--- src/rtl/i2c_rb_pkg.sv ---
// Shared types for the I2C register-bank slave.
// Assumes: nothing beyond IEEE 1800-2017 enums.
package i2c_rb_pkg;

    // Bus engine states
    typedef enum logic [2:0] {
        ST_IDLE,      // waiting for START, bus ignored
        ST_RX,        // shifting in a byte from the master
        ST_RX_END,    // byte taken, waiting for SCL low to drive ACK
        ST_ACK,       // ACK driven, waiting for SCL low to release
        ST_TX,        // shifting out a read byte
        ST_TX_WAIT,   // last bit out, waiting for SCL low to release
        ST_MACK,      // waiting for the master ACK/NACK bit
        ST_MACK_END   // master acked, waiting for SCL low to start next byte
    } bus_st_e;

    // What the byte being received means
    typedef enum logic [1:0] {
        RX_DEV,
        RX_PTR,
        RX_DATA
    } rx_kind_e;

    // What follows the ACK the slave is driving
    typedef enum logic [1:0] {
        AF_PTR,
        AF_DATA,
        AF_SEND,
        AF_DROP
    } after_ack_e;

endpackage

--- src/rtl/i2c_rb_sync.sv ---
// Synchronises SCL and SDA into the system clock domain and derives
// edge and bus-condition pulses (START, STOP, SCL rise/fall).
// Assumes: system clock >= 10x SCL; idle bus level is high.
module i2c_rb_sync #(
    parameter int SYNC_STAGES = 2
) (
    input  logic clk,
    input  logic rst_n,
    input  logic scl_in,
    input  logic sda_in,
    output logic scl_lvl,
    output logic sda_lvl,
    output logic scl_rise,
    output logic scl_fall,
    output logic start_evt,
    output logic stop_evt
);

    logic [SYNC_STAGES-1:0] scl_pipe;
    logic [SYNC_STAGES-1:0] sda_pipe;
    logic                   scl_q;
    logic                   sda_q;

    // Shift the raw lines through the synchroniser chains
    generate
        if (SYNC_STAGES == 1) begin : g_one
            always_ff @(posedge clk) begin
                if (!rst_n) begin
                    scl_pipe <= '1;
                    sda_pipe <= '1;
                end else begin
                    scl_pipe <= scl_in;
                    sda_pipe <= sda_in;
                end
            end
        end else begin : g_many
            always_ff @(posedge clk) begin
                if (!rst_n) begin
                    scl_pipe <= '1;
                    sda_pipe <= '1;
                end else begin
                    scl_pipe <= {scl_pipe[SYNC_STAGES-2:0], scl_in};
                    sda_pipe <= {sda_pipe[SYNC_STAGES-2:0], sda_in};
                end
            end
        end
    endgenerate

    // Keep the previous synchronised level for edge detection
    always_ff @(posedge clk) begin
        if (!rst_n) begin
            scl_q <= 1'b1;
            sda_q <= 1'b1;
        end else begin
            scl_q <= scl_pipe[SYNC_STAGES-1];
            sda_q <= sda_pipe[SYNC_STAGES-1];
        end
    end

    // Decode levels, SCL edges and the SDA-while-SCL-high conditions
    always_comb begin
        scl_lvl   = scl_pipe[SYNC_STAGES-1];
        sda_lvl   = sda_pipe[SYNC_STAGES-1];
        scl_rise  = scl_lvl & ~scl_q;
        scl_fall  = ~scl_lvl & scl_q;
        start_evt = scl_lvl & scl_q & sda_q & ~sda_lvl;
        stop_evt  = scl_lvl & scl_q & ~sda_q & sda_lvl;
    end

endmodule

--- src/rtl/i2c_rb_ptr_step.sv ---
// Computes the register pointer value after one byte: +1 with wrap,
// or unchanged when the pointer lies inside the hold window.
// Assumes: HOLD_LO/HOLD_HI are inclusive; HOLD_LO > HOLD_HI means no window.
module i2c_rb_ptr_step #(
    parameter int                ADDR_W  = 7,
    parameter logic [ADDR_W-1:0] HOLD_LO = 'h60,
    parameter logic [ADDR_W-1:0] HOLD_HI = 'h6F
) (
    input  logic [ADDR_W-1:0] cur,
    output logic [ADDR_W-1:0] nxt,
    output logic              in_hold
);

    // Pick the window decode variant from the parameters
    generate
        if (HOLD_LO > HOLD_HI) begin : g_no_window
            assign in_hold = 1'b0;
        end else begin : g_window
            assign in_hold = (cur >= HOLD_LO) && (cur <= HOLD_HI);
        end
    endgenerate

    // Step or hold the pointer
    always_comb begin
        nxt = in_hold ? cur : cur + ADDR_W'(1);
    end

endmodule

--- src/rtl/i2c_rb_regfile.sv ---
// Register bank: 2**ADDR_W bytes, one synchronous write port and one
// combinational read port, all bytes cleared by reset.
// Assumes: a single writer (the bus engine).
module i2c_rb_regfile #(
    parameter int ADDR_W = 7,
    parameter int DATA_W = 8
) (
    input  logic              clk,
    input  logic              rst_n,
    input  logic              wr_en,
    input  logic [ADDR_W-1:0] addr,
    input  logic [DATA_W-1:0] wr_data,
    output logic [DATA_W-1:0] rd_data
);

    localparam int DEPTH = 1 << ADDR_W;

    logic [DATA_W-1:0] mem [DEPTH];

    // Clear on reset, store one byte per write strobe
    always_ff @(posedge clk) begin
        if (!rst_n) begin
            for (int i = 0; i < DEPTH; i++) begin
                mem[i] <= '0;
            end
        end else if (wr_en) begin
            mem[addr] <= wr_data;
        end
    end

    // Read the addressed byte
    assign rd_data = mem[addr];

endmodule

--- src/rtl/i2c_rb_engine.sv ---
// I2C slave protocol engine: address match against a strapped device
// address, pointer byte, write bursts, read bursts with master ACK,
// general-call acknowledge. Drives SDA only through a pull-down enable.
// Assumes: inputs come from i2c_rb_sync; no clock stretching.
module i2c_rb_engine
    import i2c_rb_pkg::*;
#(
    parameter int         ADDR_W   = 7,
    parameter logic [6:0] DEV_BASE = 7'h42
) (
    input  logic              clk,
    input  logic              rst_n,
    input  logic [1:0]        strap_addr,
    input  logic              scl_lvl,
    input  logic              sda_lvl,
    input  logic              scl_rise,
    input  logic              scl_fall,
    input  logic              start_evt,
    input  logic              stop_evt,
    input  logic [7:0]        rd_data,
    input  logic [ADDR_W-1:0] ptr_nxt,
    input  logic              ptr_hold,
    output logic [ADDR_W-1:0] ptr,
    output logic              wr_en,
    output logic [7:0]        wr_data,
    output logic              sda_oe
);

    bus_st_e    state;
    rx_kind_e   kind;
    after_ack_e after;
    logic [2:0] bit_cnt;
    logic [7:0] sh;
    logic [1:0] own_lo;
    logic [6:0] own_addr;
    logic [7:0] byte_in;
    logic       last_bit;
    logic       dev_hit;
    logic       gc_hit;

    // Decode the byte completing on this SCL rise and the address checks
    always_comb begin
        own_addr = DEV_BASE + {5'd0, own_lo};
        byte_in  = {sh[6:0], sda_lvl};
        last_bit = (bit_cnt == 3'd7);
        dev_hit  = (byte_in[7:1] == own_addr);
        gc_hit   = (byte_in == 8'h00);
        wr_en    = (state == ST_RX) && (kind == RX_DATA) && scl_rise && last_bit;
        wr_data  = byte_in;
    end

    // Protocol state machine, pointer register and SDA pull-down
    always_ff @(posedge clk) begin
        if (!rst_n) begin
            state   <= ST_IDLE;
            kind    <= RX_DEV;
            after   <= AF_DROP;
            bit_cnt <= 3'd0;
            sh      <= 8'h00;
            ptr     <= '0;
            sda_oe  <= 1'b0;
            own_lo  <= strap_addr;
        end else if (start_evt) begin
            state   <= ST_RX;
            kind    <= RX_DEV;
            bit_cnt <= 3'd0;
            sda_oe  <= 1'b0;
        end else if (stop_evt) begin
            state   <= ST_IDLE;
            sda_oe  <= 1'b0;
        end else begin
            case (state)
                ST_RX: begin
                    if (scl_rise) begin
                        sh      <= byte_in;
                        bit_cnt <= bit_cnt + 3'd1;
                        if (last_bit) begin
                            case (kind)
                                RX_DEV: begin
                                    if (dev_hit) begin
                                        state <= ST_RX_END;
                                        after <= byte_in[0] ? AF_SEND : AF_PTR;
                                    end else if (gc_hit) begin
                                        state <= ST_RX_END;
                                        after <= AF_DROP;
                                    end else begin
                                        state <= ST_IDLE;
                                    end
                                end
                                RX_PTR: begin
                                    ptr   <= byte_in[ADDR_W-1:0];
                                    state <= ST_RX_END;
                                    after <= AF_DATA;
                                end
                                default: begin
                                    ptr   <= ptr_nxt;
                                    state <= ST_RX_END;
                                    after <= AF_DATA;
                                end
                            endcase
                        end
                    end
                end
                ST_RX_END: begin
                    if (scl_fall) begin
                        sda_oe <= 1'b1;
                        state  <= ST_ACK;
                    end
                end
                ST_ACK: begin
                    if (scl_fall) begin
                        bit_cnt <= 3'd0;
                        case (after)
                            AF_PTR: begin
                                sda_oe <= 1'b0;
                                kind   <= RX_PTR;
                                state  <= ST_RX;
                            end
                            AF_DATA: begin
                                sda_oe <= 1'b0;
                                kind   <= RX_DATA;
                                state  <= ST_RX;
                            end
                            AF_SEND: begin
                                sh     <= rd_data;
                                sda_oe <= ~rd_data[7];
                                state  <= ST_TX;
                            end
                            default: begin
                                sda_oe <= 1'b0;
                                state  <= ST_IDLE;
                            end
                        endcase
                    end
                end
                ST_TX: begin
                    if (scl_rise) begin
                        bit_cnt <= bit_cnt + 3'd1;
                        if (last_bit) begin
                            ptr   <= ptr_nxt;
                            state <= ST_TX_WAIT;
                        end
                    end else if (scl_fall) begin
                        sh     <= {sh[6:0], 1'b0};
                        sda_oe <= ~sh[6];
                    end
                end
                ST_TX_WAIT: begin
                    if (scl_fall) begin
                        sda_oe <= 1'b0;
                        state  <= ST_MACK;
                    end
                end
                ST_MACK: begin
                    if (scl_rise) begin
                        state <= sda_lvl ? ST_IDLE : ST_MACK_END;
                    end
                end
                ST_MACK_END: begin
                    if (scl_fall) begin
                        bit_cnt <= 3'd0;
                        sh      <= rd_data;
                        sda_oe  <= ~rd_data[7];
                        state   <= ST_TX;
                    end
                end
                default: begin
                    sda_oe <= 1'b0;
                end
            endcase
        end
    end

    AST_START_TO_ADDR: assert property (@(posedge clk) disable iff (!rst_n)
        start_evt |=> (state == ST_RX) && (kind == RX_DEV));

    AST_STOP_TO_IDLE: assert property (@(posedge clk) disable iff (!rst_n)
        stop_evt |=> (state == ST_IDLE) && !sda_oe);

    AST_STRAP_FROZEN: assert property (@(posedge clk) disable iff (!rst_n)
        $past(rst_n) |-> $stable(own_lo));

    AST_IDLE_RELEASED: assert property (@(posedge clk) disable iff (!rst_n)
        (state == ST_IDLE) |-> !sda_oe);

    AST_PTR_STEPS: assert property (@(posedge clk) disable iff (!rst_n)
        (wr_en && !ptr_hold) |=> ptr == $past(ptr) + ADDR_W'(1));

    AST_PTR_FROZEN: assert property (@(posedge clk) disable iff (!rst_n)
        (wr_en && ptr_hold) |=> ptr == $past(ptr));

    AST_OE_SCL_LOW: assert property (@(posedge clk) disable iff (!rst_n)
        !$stable(sda_oe) |-> !scl_lvl);

endmodule

--- src/rtl/i2c_regbank_slave.sv ---
// Top of the I2C register-bank slave: synchroniser, protocol engine,
// pointer step logic and register bank.
// Assumes: clk >= 10x SCL; sda_oe drives an open-drain pull-down.
module i2c_regbank_slave #(
    parameter int                ADDR_W      = 7,
    parameter logic [ADDR_W-1:0] HOLD_LO     = 'h60,
    parameter logic [ADDR_W-1:0] HOLD_HI     = 'h6F,
    parameter logic [6:0]        DEV_BASE    = 7'h42,
    parameter int                SYNC_STAGES = 2
) (
    input  logic       clk,
    input  logic       rst_n,
    input  logic [1:0] strap_addr,
    input  logic       scl_in,
    input  logic       sda_in,
    output logic       sda_oe
);

    logic              scl_lvl;
    logic              sda_lvl;
    logic              scl_rise;
    logic              scl_fall;
    logic              start_evt;
    logic              stop_evt;
    logic [ADDR_W-1:0] ptr;
    logic [ADDR_W-1:0] ptr_nxt;
    logic              ptr_hold;
    logic              wr_en;
    logic [7:0]        wr_data;
    logic [7:0]        rd_data;

    i2c_rb_sync #(
        .SYNC_STAGES(SYNC_STAGES)
    ) u_sync (
        .clk      (clk),
        .rst_n    (rst_n),
        .scl_in   (scl_in),
        .sda_in   (sda_in),
        .scl_lvl  (scl_lvl),
        .sda_lvl  (sda_lvl),
        .scl_rise (scl_rise),
        .scl_fall (scl_fall),
        .start_evt(start_evt),
        .stop_evt (stop_evt)
    );

    i2c_rb_engine #(
        .ADDR_W  (ADDR_W),
        .DEV_BASE(DEV_BASE)
    ) u_engine (
        .clk       (clk),
        .rst_n     (rst_n),
        .strap_addr(strap_addr),
        .scl_lvl   (scl_lvl),
        .sda_lvl   (sda_lvl),
        .scl_rise  (scl_rise),
        .scl_fall  (scl_fall),
        .start_evt (start_evt),
        .stop_evt  (stop_evt),
        .rd_data   (rd_data),
        .ptr_nxt   (ptr_nxt),
        .ptr_hold  (ptr_hold),
        .ptr       (ptr),
        .wr_en     (wr_en),
        .wr_data   (wr_data),
        .sda_oe    (sda_oe)
    );

    i2c_rb_ptr_step #(
        .ADDR_W (ADDR_W),
        .HOLD_LO(HOLD_LO),
        .HOLD_HI(HOLD_HI)
    ) u_ptr (
        .cur    (ptr),
        .nxt    (ptr_nxt),
        .in_hold(ptr_hold)
    );

    i2c_rb_regfile #(
        .ADDR_W(ADDR_W),
        .DATA_W(8)
    ) u_regs (
        .clk    (clk),
        .rst_n  (rst_n),
        .wr_en  (wr_en),
        .addr   (ptr),
        .wr_data(wr_data),
        .rd_data(rd_data)
    );

endmodule

--- config.mk ---
export PLATFORM = sky130hd
export DESIGN_NAME = i2c_regbank_slave
export DESIGN_NICKNAME = d
export VERILOG_FILES = /design/src/rtl/i2c_rb_pkg.sv /design/src/rtl/i2c_rb_sync.sv /design/src/rtl/i2c_rb_ptr_step.sv /design/src/rtl/i2c_rb_regfile.sv /design/src/rtl/i2c_rb_engine.sv /design/src/rtl/i2c_regbank_slave.sv
export SDC_FILE = /design/constraint.sdc
export NUM_CORES = 2
export LEC_CHECK = 0
export BUFFER_PORTS_ARGS = -buffer_cell sky130_fd_sc_hd__clkbuf_2
export CAP_MARGIN = 20
export CORE_MARGIN = 2
export CORE_UTILIZATION = 50
export CTS_CLUSTER_DIAMETER = 60
export DETAILED_ROUTE_END_ITERATION = 10
export PLACE_DENSITY = 0.66
export SYNTH_ARGS = -nofsm -noshare
export SYNTH_HDL_FRONTEND = slang
export SYNTH_SLANG_ARGS = --single-unit
--- constraint.sdc ---
create_clock -name clk -period 2.75 [get_ports clk]
set_input_delay 0.6875 -clock clk [delete_from_list [all_inputs] [get_ports clk]]
set_output_delay 0.6875 -clock clk [all_outputs]
set_load 0.05 [all_outputs]
### After elaboration in Yosys (flattened, before gate mapping)

Memory sizes are Yosys's and may differ from the RTL's. A register that Yosys moved wholly into a read port is not among the register bits.
Index checks and enable logic that the tools add are counted.

* register bits after elaboration: 33
* memory bits (writable): 1024
* bits of input ports: 6
* output and inout port bits: 1
* logic and storage cells: 158
* memories: 1

Memories
* u_regs.mem: depth 128, bits a word 8, read ports 1, clocked after Yosys merged registers in 1, wr ports 128, RTL line i2c_rb_regfile.sv:18 `logic [DATA_W-1:0] mem [DEPTH];`

* add/subtract/negate cells: 3
* magnitude comparators: 2
* equality and inequality tests: 38
* multiplexer cells: 56
* bitwise operators: 17
* reduce and logical (&&, ||, !) cells: 28

Operator list (count)
* 2-to-1 mux 7 bit: 14
* 2-to-1 mux 3 bit: 14
* one-hot mux 7 bit (2 select lines): 2
* one-hot mux 7 bit (4 select lines): 1
* one-hot mux 3 bit (7 select lines): 1
* inequality test 4 x 3 -> 1 bit, second input constant: 5
* AND reduction 10 bit: 2
* inequality test 2 x 1 -> 1 bit, second input constant: 8
* inequality test 4 bit, second input constant: 4
* equality test 3 bit, second input constant: 5
* 2-to-1 mux 1 bit: 14
* inequality test 2 bit, second input constant: 7
* one-hot mux 3 bit (2 select lines): 2
* 2-to-1 mux 2 bit: 5
* NOT 1 bit: 10
* OR reduction 2 bit: 5
* AND reduction 9 bit: 1
* nonzero test 9 bit: 1
* logical NOT 8 bit: 1
* 2-to-1 mux 8 bit: 1
* AND reduction 4 bit: 2
* AND reduction 8 bit: 1
* OR reduction 8 bit: 1
* adder 7 x 1 -> 7 bit, second input constant: 1
* 21 further kinds: 36

### Longest topological paths before layout

* word-level depth: 9
* depth in mapped cells: 11
* gate-level depth less buffers: 8

### Modules after synthesis

A second synthesis with hierarchy kept.

* cell total of the unflattened synthesis: 4025
* area, all modules: 50278.2 um2

By module, submodules not included
* i2c_rb_regfile: instances 1, cells each 3792, area an instance 48321.3 um2, sequential area each 30749.5 um2
* i2c_rb_engine: instances 1, cells each 191, area an instance 1585.3 um2, sequential area each 560.5 um2
* i2c_rb_sync: instances 1, cells each 16, area an instance 190.2 um2, sequential area each 120.1 um2
* i2c_rb_ptr_step: instances 1, cells each 26, area an instance 181.4 um2, sequential area each 0.0 um2

### Least setup slack after synthesis

OpenSTA, ideal clock, no wires.

* kind: input to register
* start: input rst_n
* end: memory u_regs.mem[107][0], enable pin
* library setup time: 0.384 ns
* arrival time: 2.582 ns
* required time: 2.366 ns
* path slack: -0.216 ns
* stages on the path: 7
* buffers on the path: 2
* cell sequence: clkbuf_1 -> nand3b_1 -> nor3_2 -> nand2_1 -> or2_2 -> clkbuf_1 -> o21ai_0

RTL lines
* from (decl): RTL line i2c_regbank_slave.sv:12 `input logic rst_n,`
* to (decl): RTL line i2c_rb_regfile.sv:18

==> results.py <==
metrics = {
    "setup_path": {
        "startpoint_type": "flop",
        "required_ns": 3.34,
        "critPathCaptureType": "flop",
        "reg2reg_slack_ns": 0.04,
        "critPathMaxFanout": 18,
        "cp_data_arrival_time_ns": 3.30,
        "path_class": "reg2reg",
    },
    "floorplan": {
        "row_count": 115,
        "die_h_um": 320,
        "core_area_sq_um": 98600,
        "ios": 7,
        "die_area_sq_um": 102000,
        "die_w_um": 320,
        "start_util_pct": 50.6,
    },
    "layout": {
        "final_core_util_pct": 58.1,
        "layout_common_cells": "edfxtp_1, and2_1, buf_4",
        "fill_cells": 7428,
        "final_common_cell": "edfxtp_1",
        "final-seq-area_sq_um": 31600,
        "fin_nets": 3654,
        "synthToLayoutAreaGrowth_pct": 14.8,
        "multi_input_area_sq_um": 17000,
        "drive_gt1_share_pct": 23.2,
    },
    "synth": {
        "yosysTopAreaCell": "edfxtp_1",
        "syn_inst": 3448,
        "yosysSeqAreaShare_pct": 63.3,
        "yosysWarnings": 0,
        "syn-cell-area_sq_um": 49800,
        "synth_ff_type": "edfxtp_1",
        "synth-seq-cells": 1064,
        "async_flop_share_pct": 0,
        "synth.area.top_cells": "edfxtp_1, and2_1, mux4_2",
        "synth.avg_cell_area_sq_um": 14.5,
        "syn_nets": 3462,
        "ys_types": 70,
        "synth_edf_count": 1026,
        "synth.top_cell.area_share_pct": 61.8,
    },
    "pwr": {
        "ir_drop_mv": 0.491,
        "power_uw": 35300,
        "power.density_nw_per_um2": 617,
        "p_leak_uw": 0.0195,
    },
    "timing": {
        "fin_crit_sh_pct": 98.7,
        "finalMaxSlewViolations": 0,
        "relSlewSlack_pct": 24.3,
        "rsz0062_at_grt": "true",
        "hold_viol": 0,
        "finClkSkew_ns": 0.0426,
        "min_period_ns": 2.71,
        "worst_pin_slew_ns": 1.13,
        "fmax_mhz": 369,
        "finalSetupViolCount": 0,
    },
    "run": {
        "drv_cap": 0,
    },
    "clock_tree": {
        "ctsHtreeMaxLevel": 3,
        "cts-hold-fix-buffers": 0,
        "clockBufferDepth": 3,
        "cts_tree": "done",
        "clock-root-buffer": "clkbuf_16",
        "cts_buffers": 114,
        "clk_pin_slew_worst_paths_ns": 0.06,
        "clk-insertion-delay-late_ns": 0.72,
        "clock-sinks": 1064,
    },
    "drt": {
        "drtIter0Drc": 3627,
        "ant_nets": 0,
        "vias": 30600,
        "drc": 0,
        "firstDrtPassIters": 6,
        "wl_um": 136000,
        "avgRoutedWirePerCell_um": 27.1,
        "via_per_inst": 6.08,
    },
    "placed_design": {
        "portBuffers": 6,
        "hpwl_um": 89100,
        "gp_congestion": 0.949,
    },
    "grt": {
        "grt_pass1_wl_um": 201000,
        "grt_pass1_vias": 30700,
        "antenna_found_initial": 0,
        "overflow": 0,
        "grt_usage_pct": 26.5,
        "grt_start_max_net_pins": 145,
    },
    "worst_hold_path": {
        "hold_class": "in2reg",
    },
    "run_status": {
        "status": "completed",
    },
}
## per-layer routing
layer / routed length [um] / GRT usage [%]
met4: 5500 / 11.3
met5: 0 / 0
met3: 11500 / 4.21
met2: 65700 / 43.1
met1: 53300 / 35.8
## kinds of logic (layout without fill, tap and decap cells)
group / Yosys count / after routing / synth area share (%)
adders and majority gates: 8 / 8 / 0.201
other: 0 / 1 / 0
xor gates and xnor gates: 2 / 2 / 0.0351
AOI/OAI and AO/OA: 347 / 347 / 4.43
muxes: 305 / 305 / 12.4
and+or+nand+nor: 1429 / 1429 / 16.7
buffers and inverters: 293 / 583 / 2.93
DFF: 1064 / 1064 / 63.3
## metrics by stage
stage | setup slack [ns] | hold slack [ns] | TNS (ns) | cells | instance area [sq um]
floorplan | -0.216 | 0.386 | -33.68 | 3448 | 49800
global placement | -0.192 | 0.387 | -3.69 | 4808 | 53200
finish | 0.0366 | 0.180 | 0 | 5026 | 57200
CTS | 0.00433 | 0.140 | 0 | 5022 | 57000
global route | -0.0206 | 0.174 | -0.339 | 5025 | 57200
detailed placement | -0.146 | 0.408 | -1.38 | 4808 | 53200
## state kept, by name (all words and copies together) (netlist names), named ones only
signal / cells
u_sync.scl_q: 1
u_regs.mem: 1024
u_engine.sh: 7
u_engine.own_lo: 2
u_engine.after: 2
u_sync.sda_pipe: 2
u_sync.scl_pipe: 2
u_engine.bit_cnt: 3
u_engine.state: 3
u_engine.kind: 2
u_sync.sda_q: 1
u_engine.sda_oe: 1
u_engine.ptr: 7
## critical path, stage by stage, from the launching register on
cell,delay [ns]
dfxtp_4,0.47
buf_12,0.23
mux4_2,0.56
a22o_1,0.27
a221oi_1,0.24
buf_4,0.18
o22ai_1,0.19
a211oi_4,0.33
o31ai_1,0.10
## Yosys cell counts, types with 12 or more instances
| library cell | instances |
|---|---|
| and3_1 | 69 |
| nand2b_1 | 22 |
| o21ai_0 | 147 |
| dfxtp_1 | 38 |
| nor2b_1 | 17 |
| buf_6 | 15 |
| buf_2 | 29 |
| a221oi_1 | 25 |
| a22o_1 | 12 |
| edfxtp_1 | 1026 |
| nand2_1 | 97 |
| a21oi_1 | 34 |
| mux4_2 | 235 |
| and2_1 | 967 |
| mux2i_1 | 57 |
| o22ai_1 | 45 |
| a22oi_1 | 19 |
| nor2_1 | 138 |
| nor2_2 | 30 |
| buf_4 | 16 |
| nand3_1 | 41 |
| clkbuf_1 | 204 |
## repair_timing
| item | 4_1_cts | 5_1_grt |
|---|---|---|
| endpoints found under the hold margin | 0 | 0 |
| setup buffers | 0 | 0 |
| pin swaps | 0 | 1 |
| endpoints found under the setup margin | 68 | 550 |
| gates cloned | 0 | 3 |
| gates resized for setup | 11 | 63 |
## power breakdown
part           internal, uW  switching, uW
clock network          8890           6510
logic                   482            662
registers             18500            264
## final timing paths
path,start,to,cells after the start
max reg2reg,flop,u_engine.sh[5]$_SDFFE_PN0P_,8
min reg2reg,u_sync.sda_pipe[0]$_SDFF_PN1_,u_sync.sda_pipe[1]$_SDFF_PN1_,1
max,flop,u_engine.sh[5]$_SDFFE_PN0P_,8
min,strap_addr[1],u_engine.own_lo[1]$_DFFE_PN_,1
## layout make-up
| type | count | area share (%) |
|---|---|---|
| antenna | 1 | 0.00437 |
| timing repair buffer | 359 | 5.53 |
| sequential | 1064 | 55.2 |
| tap | 1287 | 2.81 |
| inverter | 10 | 0.0656 |
| multi-input combinational | 2091 | 29.8 |
| clock inverter | 73 | 1.19 |
| clock buffer | 141 | 5.38 |
Note: power is estimated with default switching activity, not from simulation.
